**config.mk**
```make
export PLATFORM = sky130hd
export DESIGN_NAME = dram_refresh_seq
export DESIGN_NICKNAME = d
export VERILOG_FILES = /design/src/rtl/drs_pkg.sv /design/src/rtl/drs_interval_timer.sv /design/src/rtl/drs_phase_ctrl.sv /design/src/rtl/drs_cycle_engine.sv /design/src/rtl/dram_refresh_seq.sv
export SDC_FILE = /design/constraint.sdc
export NUM_CORES = 1
export LEC_CHECK = 0
export BUFFER_PORTS_ARGS = -buffer_cell sky130_fd_sc_hd__buf_2
export CAP_MARGIN = 10
export CORE_MARGIN = 2
export CORE_UTILIZATION = 47
export CTS_CLUSTER_SIZE = 14
export DETAILED_ROUTE_END_ITERATION = 6
export GPL_ROUTABILITY_DRIVEN = 0
export PLACE_DENSITY_LB_ADDON = 0.15
export SLEW_MARGIN = 25
export SYNTH_ARGS = -nofsm -noshare
export SYNTH_HDL_FRONTEND = slang
export SYNTH_SLANG_ARGS = --single-unit
```
**constraint.sdc**
```tcl
create_clock -name clk -period 2.5 [get_ports clk]
set_input_delay 0 -clock clk [delete_from_list [all_inputs] [get_ports clk]]
set_output_delay 0 -clock clk [all_outputs]
set_load 0.05 [all_outputs]
```
**src/rtl/drs_pkg.sv**
```systemverilog
package drs_pkg;

  typedef enum logic [2:0] {
    SQ_IDLE,
    SQ_LEAD,
    SQ_CASPRE,
    SQ_OVERLAP,
    SQ_RASHOLD,
    SQ_PRECH
  } sq_state_e;

  typedef enum logic [1:0] {
    PH_PAUSE,
    PH_WAKE,
    PH_RUN
  } phase_e;

  typedef struct packed {
    logic ras_n;
    logic cas_n;
  } strobe_t;

  function automatic strobe_t strobes_of(sq_state_e s);
    strobe_t v;
    v.ras_n = !((s == SQ_OVERLAP) || (s == SQ_RASHOLD));
    v.cas_n = !((s == SQ_CASPRE) || (s == SQ_OVERLAP));
    return v;
  endfunction

endpackage

```
**src/rtl/drs_interval_timer.sv**
```systemverilog
module drs_interval_timer #(
  parameter int INTERVAL = 1562
) (
  input  logic clk,
  input  logic rst_n,
  input  logic run,
  output logic tick
);
  localparam int IW = $clog2(INTERVAL + 1);
  localparam logic [IW-1:0] RELOAD = IW'(INTERVAL - 1);

  logic [IW-1:0] cnt_q, cnt_d;

  assign tick = run && (cnt_q == '0);

  always_comb begin
    cnt_d = cnt_q;
    if (!run || (cnt_q == '0)) cnt_d = RELOAD;
    else                       cnt_d = cnt_q - 1'b1;
  end

  always_ff @(posedge clk or negedge rst_n) begin
    if (!rst_n) cnt_q <= RELOAD;
    else        cnt_q <= cnt_d;
  end
endmodule

```
**src/rtl/drs_phase_ctrl.sv**
```systemverilog
module drs_phase_ctrl
  import drs_pkg::*;
#(
  parameter int PAUSE_CYC  = 20000,
  parameter int WAKE_COUNT = 8,
  parameter int DEBT_MAX   = 8
) (
  input  logic clk,
  input  logic rst_n,
  input  logic tick,
  input  logic cyc_done,
  output logic pending,
  output logic ready
);
  localparam int PW = $clog2(PAUSE_CYC + 1);
  localparam int WW = $clog2(WAKE_COUNT + 1);
  localparam int DW = $clog2(DEBT_MAX + 1);
  localparam logic [PW-1:0] PAUSE_LOAD = PW'(PAUSE_CYC - 1);
  localparam logic [WW-1:0] WAKE_LOAD  = WW'(WAKE_COUNT);
  localparam logic [DW-1:0] DEBT_TOP   = DW'(DEBT_MAX);

  phase_e        ph_q, ph_d;
  logic [PW-1:0] pc_q, pc_d;
  logic [WW-1:0] wk_q, wk_d;
  logic [DW-1:0] dt_q, dt_d;
  logic          add_only, sub_only;

  assign add_only = tick && !cyc_done;
  assign sub_only = cyc_done && !tick;

  always_comb begin
    ph_d = ph_q;
    pc_d = pc_q;
    wk_d = wk_q;
    dt_d = dt_q;
    unique case (ph_q)
      PH_PAUSE: begin
        if (pc_q == '0) begin
          ph_d = PH_WAKE;
          wk_d = WAKE_LOAD;
        end else begin
          pc_d = pc_q - 1'b1;
        end
      end
      PH_WAKE: begin
        if (cyc_done && (wk_q != '0)) begin
          if (wk_q == WW'(1)) begin
            ph_d = PH_RUN;
            dt_d = '0;
          end
          wk_d = wk_q - 1'b1;
        end
      end
      PH_RUN: begin
        if (add_only && (dt_q == DEBT_TOP)) begin
          ph_d = PH_WAKE;
          wk_d = WAKE_LOAD;
          dt_d = '0;
        end else if (add_only) begin
          dt_d = dt_q + 1'b1;
        end else if (sub_only && (dt_q != '0)) begin
          dt_d = dt_q - 1'b1;
        end
      end
      default: ph_d = PH_PAUSE;
    endcase
  end

  always_ff @(posedge clk or negedge rst_n) begin
    if (!rst_n) begin
      ph_q <= PH_PAUSE;
      pc_q <= PAUSE_LOAD;
      wk_q <= '0;
      dt_q <= '0;
    end else begin
      ph_q <= ph_d;
      pc_q <= pc_d;
      wk_q <= wk_d;
      dt_q <= dt_d;
    end
  end

  assign ready   = (ph_q == PH_RUN);
  assign pending = ((ph_q == PH_WAKE) && (wk_q != '0)) ||
                   ((ph_q == PH_RUN)  && (dt_q != '0));
endmodule

```
**src/rtl/drs_cycle_engine.sv**
```systemverilog
module drs_cycle_engine
  import drs_pkg::*;
#(
  parameter int RAS_ONLY = 0,
  parameter int ROW_W    = 8,
  parameter int T_RPC    = 1,
  parameter int T_CSR    = 1,
  parameter int T_CHR    = 1,
  parameter int T_RAS    = 3,
  parameter int T_RP     = 2
) (
  input  logic             clk,
  input  logic             rst_n,
  input  logic             start,
  output logic             busy,
  output logic             done,
  output logic             ras_n,
  output logic             cas_l_n,
  output logic             cas_h_n,
  output logic [ROW_W-1:0] row
);
  localparam int M1    = (T_RPC > T_CSR) ? T_RPC : T_CSR;
  localparam int M2    = (T_RAS > T_RP) ? T_RAS : T_RP;
  localparam int T_MAX = (M1 > M2) ? M1 : M2;
  localparam int TW    = $clog2(T_MAX + 1);

  sq_state_e     st_q, st_d;
  logic [TW-1:0] tc_q, tc_d;
  logic          last;
  strobe_t       stb_q;

  assign last = (tc_q == '0);

  always_comb begin
    st_d = st_q;
    tc_d = last ? tc_q : tc_q - 1'b1;
    unique case (st_q)
      SQ_IDLE: begin
        if (start) begin
          st_d = SQ_LEAD;
          tc_d = TW'(T_RPC - 1);
        end
      end
      SQ_LEAD: begin
        if (last) begin
          if (RAS_ONLY != 0) begin
            st_d = SQ_RASHOLD;
            tc_d = TW'(T_RAS - 1);
          end else begin
            st_d = SQ_CASPRE;
            tc_d = TW'(T_CSR - 1);
          end
        end
      end
      SQ_CASPRE: begin
        if (last) begin
          st_d = SQ_OVERLAP;
          tc_d = TW'(T_CHR - 1);
        end
      end
      SQ_OVERLAP: begin
        if (last) begin
          st_d = SQ_RASHOLD;
          tc_d = TW'(T_RAS - T_CHR - 1);
        end
      end
      SQ_RASHOLD: begin
        if (last) begin
          st_d = SQ_PRECH;
          tc_d = TW'(T_RP - 1);
        end
      end
      SQ_PRECH: begin
        if (last) st_d = SQ_IDLE;
      end
      default: st_d = SQ_IDLE;
    endcase
  end

  always_ff @(posedge clk or negedge rst_n) begin
    if (!rst_n) begin
      st_q  <= SQ_IDLE;
      tc_q  <= '0;
      stb_q <= '{ras_n: 1'b1, cas_n: 1'b1};
    end else begin
      st_q  <= st_d;
      tc_q  <= tc_d;
      stb_q <= strobes_of(st_d);
    end
  end

  assign busy    = (st_q != SQ_IDLE);
  assign done    = (st_q == SQ_PRECH) && last;
  assign ras_n   = stb_q.ras_n;
  assign cas_l_n = stb_q.cas_n;
  assign cas_h_n = stb_q.cas_n;

  generate
    if (RAS_ONLY != 0) begin : g_row_cnt
      logic [ROW_W-1:0] row_q;
      logic             row_en;
      assign row_en = done;
      always_ff @(posedge clk or negedge rst_n) begin
        if (!rst_n)      row_q <= '0;
        else if (row_en) row_q <= row_q + 1'b1;
      end
      assign row = row_q;
    end else begin : g_no_row
      assign row = '0;
    end
  endgenerate
endmodule

```
**src/rtl/dram_refresh_seq.sv**
```systemverilog
module dram_refresh_seq #(
  parameter int RAS_ONLY   = 0,
  parameter int ROW_W      = 8,
  parameter int PAUSE_CYC  = 20000,
  parameter int WAKE_COUNT = 8,
  parameter int INTERVAL   = 1562,
  parameter int DEBT_MAX   = 8,
  parameter int T_RPC      = 1,
  parameter int T_CSR      = 1,
  parameter int T_CHR      = 1,
  parameter int T_RAS      = 3,
  parameter int T_RP       = 2
) (
  input  logic             clk,
  input  logic             rst_n,
  input  logic             grant,
  output logic             refresh_req,
  output logic             busy,
  output logic             done,
  output logic             ready,
  output logic             ras_n,
  output logic             cas_l_n,
  output logic             cas_h_n,
  output logic             we_n,
  output logic             oe_n,
  output logic [ROW_W-1:0] addr
);
  logic tick, pending, start;

  drs_interval_timer #(.INTERVAL(INTERVAL)) u_timer (
    .clk  (clk),
    .rst_n(rst_n),
    .run  (ready),
    .tick (tick)
  );

  drs_phase_ctrl #(
    .PAUSE_CYC (PAUSE_CYC),
    .WAKE_COUNT(WAKE_COUNT),
    .DEBT_MAX  (DEBT_MAX)
  ) u_phase (
    .clk     (clk),
    .rst_n   (rst_n),
    .tick    (tick),
    .cyc_done(done),
    .pending (pending),
    .ready   (ready)
  );

  assign refresh_req = pending && !busy;
  assign start       = refresh_req && grant;

  drs_cycle_engine #(
    .RAS_ONLY(RAS_ONLY),
    .ROW_W   (ROW_W),
    .T_RPC   (T_RPC),
    .T_CSR   (T_CSR),
    .T_CHR   (T_CHR),
    .T_RAS   (T_RAS),
    .T_RP    (T_RP)
  ) u_engine (
    .clk    (clk),
    .rst_n  (rst_n),
    .start  (start),
    .busy   (busy),
    .done   (done),
    .ras_n  (ras_n),
    .cas_l_n(cas_l_n),
    .cas_h_n(cas_h_n),
    .row    (addr)
  );

  assign we_n = 1'b1;
  assign oe_n = 1'b1;
endmodule

```
==> flow_summary.toml <==
[worst_setup_path]
crit_path_cell_trace = "inv_1 -> ha_2 -> or3b_4 -> a211oi_4 -> nand2_2 -> ha_4 -> a21o_1 -> a21o_1 -> a21o_1 -> a21o_1 -> a32o_1"
cpPeakStageDelay_ns = 0.40
worst_ep_required_time_ns = 2.69
rr_startpoint = "u_timer.cnt_q[1]"
reg2reg_depth = 11
r2r-end = "u_phase.dt_q[3]"
arrival_ns = 2.69
critPathMaxFanout = 3
critPathLaunchType = "flop"
cp_common_cell = "a21o_1"
ff2ff_setup_slack_ns = -0.003
crit_path_top_delay_cell = "or3b_4"
end_kind = "flop"
critPathKind = "reg2reg"

[synth]
synth_compound_area_frac = 0.131
synth_cells = 242
yosysUniqueCellTypes = 56
synth_top_area_cell = "dfrtp_1"
synth_edf_count = 0
syn_area_per_cell_um2 = 10.2
seq_area_frac_synth = 0.446
synth_xor_area_frac = 0.0712
synth.area.top_cells = "dfrtp_1 27%, dfstp_2 17%, xnor2_1 5.7%"
synth_top_area_frac = 0.275
ys_async_sr_fraction = 1.00
synth_simple_gate_area_frac = 0.230
synth_top_family_by_area = "simple AND/OR/NAND/NOR gates"
synth_area_um2 = 2460
ys_warn_count = 0
ys.flop_type = "dfrtp_1"
synth_fa_ha_area_frac = 0.0488
ys_ff_latch = 43
muxShareOfSynthArea = 0.00610

[finish]
area_delta_synth_final_pct = 13.5
layout_common_cells = "27 x dfrtp_1, 25 x nor2_1, 18 x inv_1, 18 x buf_4"
final_common_cell = "dfrtp_1"
drive_gt1_frac = 0.276
n_antenna_cell = 0
fin_cells = 342
fin_area_um2 = 2790
finish.net_count = 283
nFillCells = 473

[power]
pwr-share-comb = 0.317
switching_power_mw = 0.695
clock_power_share = 0.241
p_int_mw = 1.20
swShare = 0.368
p_total_mw = 1.89
vdd_drop_max_mv = 0.466
p_per_area_nw_per_um2 = 677
power_frac_seq = 0.442
p_leak_nw = 1.31

[floorplanning]
die_w_um = 76.3
dieArea_um2 = 5830
num_rows = 26
die_h_um = 76.3
start_util = 0.485
core_region_area_um2 = 5070
pin_count = 20

[run]
maxCapViolations = 0

[sta]
rsz0062_at_grt = "yes"
clock_skew_ns = 0.00409
final_max_slew_viol_count = 0
finalCritPeriodShare = 1.00
fin_crit_ns = 2.50
slew_headroom = 0.397
max_freq_mhz = 400
hold_viol = 0
setup_viol_count_final = 1
worstMarginPinSlew_ns = 0.900
setup_slack_ns = -0.00250

[routing]
vias = 1746
ant_nets = 0
drc = 0
wire_per_inst_um = 13.0
drt-total-wl_um = 4440
first_pass_iters = 4
detail_route.iter0.violations = 99
routed_via_density = 5.11

[clock_network]
clkSinkCount = 43
clk_latency_ns = 0.29
clkTransAtPathRegs_ns = 0.08
cts_tree = "done"
htree_levels = 2
root_buffer = "clkbuf_8"
cts_max_path_buffers = 2
numCtsBuffers = 5

[place]
place_area_um2 = 2650
place_ws_ns = -0.113
placedCellCount = 330
port_buffers = 9
dp_hpwl_um = 3220

[outcome]
violations = "negative setup slack"
outcome = "complete, but fails checks"

[worst_hold_path]
hold-path-endpoint = "u_engine.st_q[0]"
hold_path_depth = 3
worst_hold_path_type = "in2reg"
min-delay-start = "grant"

[global_route]
grt_pass1_wl_um = 8140
grt_max_degree = 44
grt_usage = 0.172
antenna_found_initial = 0
grt_pass1_vias = 1731
grt.overflow.total = 0
[layer usage]
layer | wire length (um) | GRT usage
met2 | 2040 | 0.260
met4 | 40 | 0.0491
met3 | 134 | 0.0379
met1 | 2230 | 0.250
met5 | 0 | 0
[how the worst max path moves through the flow]
stage / end / startpoint / cells after the start / slack [ns]
5_1_grt: u_phase.dt_q[3] / u_timer.cnt_q[1] / 11 / -0.12
4_1_cts: u_phase.dt_q[3] / u_timer.cnt_q[1] / 11 / -0.08
6_report: u_phase.dt_q[3] / u_timer.cnt_q[1] / 11 / -0.003
3_3_place_gp: u_phase.dt_q[3] / u_timer.cnt_q[1] / 11 / -0.008
3_5_place_dp: u_phase.dt_q[3] / u_timer.cnt_q[1] / 11 / -0.11
2_1_floorplan: u_phase.dt_q[3] / u_timer.cnt_q[1] / 11 / -0.03
[worst max-delay path, delay by kind of cell, from the launching register on]
kind	cells	cell delay, ns
flip-flops	1	0.38
adder cells (fa/ha/maj)	2	0.38
buffers and inverters	1	0.06
AO/OA/AOI/OAI	6	1.05
AND/OR/NAND/NOR	2	0.52
[what timing repair did]
item / in CTS / in global routing
hold buffers: 1 / 0
endpoints found under the hold margin: 27 / 0
pin swaps: 4 / 2
gates resized for setup: 2 / 0
setup buffers: 3 / 0
setup endpoints to repair: 1 / 1
[logic make-up (layout without fill, tap and decap cells)]
logic type,count (synthesis),in the layout
buf+inv,31,53
mux,1,1
fa+ha+maj,9,9
other cells,2,10
simple gates,97,97
flops,43,43
xor+xnor,20,20
compound gates,39,39
[registers in the layout, summed over array words and instances (netlist names)]
signal,flops
u_phase.pc_q,15
u_timer.cnt_q,11
u_phase.dt_q,4
u_phase.wk_q,4
u_engine.st_q,3
u_engine.tc_q,2
u_phase.ph_q,2
u_engine.cas_h_n,1
u_engine.ras_n,1
[power by group through the flow]
stage | sequential [mW] | combinational (mW) | clock [mW]
after detailed placement | 0.846 | 0.605 | 0
after floorplan | 0.896 | 0.434 | 0
final | 0.836 | 0.599 | 0.455
after global placement | 0.847 | 0.597 | 0
after global routing | 0.851 | 0.665 | 0.507
after CTS | 0.835 | 0.606 | 0.470
[Yosys cell counts, types with 5 or more instances]
master    n
nor3_1    7
ha_1      8
dfstp_2  16
nand4_1   5
nand2_1  14
inv_1    18
buf_4    11
nand3_1   9
a21o_1    5
xnor2_1  16
o21ai_0   8
dfrtp_1  27
nor2_1   25
[layout make-up]
type	instances	area, um2	area share
Sequential cell	43	1100	0.393
Clock inverter	1	5.00	0.00179
Multi-Input combinational cell	176	1260	0.453
Inverter	18	67.6	0.0242
Tap cell	70	87.6	0.0314
Clock buffer	7	86.3	0.0309
Timing Repair Buffer	27	185	0.0663
[metrics by stage]
step           setup TNS (ns)   util  hold slack (ns)
5_1_grt                -0.121  0.550            0.103
3_3_place_gp         -0.00831  0.522            0.210
6_report             -0.00250  0.550           0.0908
4_1_cts               -0.0826  0.550           0.0922
2_1_floorplan         -0.0332      -           -0.296
3_5_place_dp           -0.113  0.522            0.208
No activity file was read; power rests on OpenSTA's default activity.
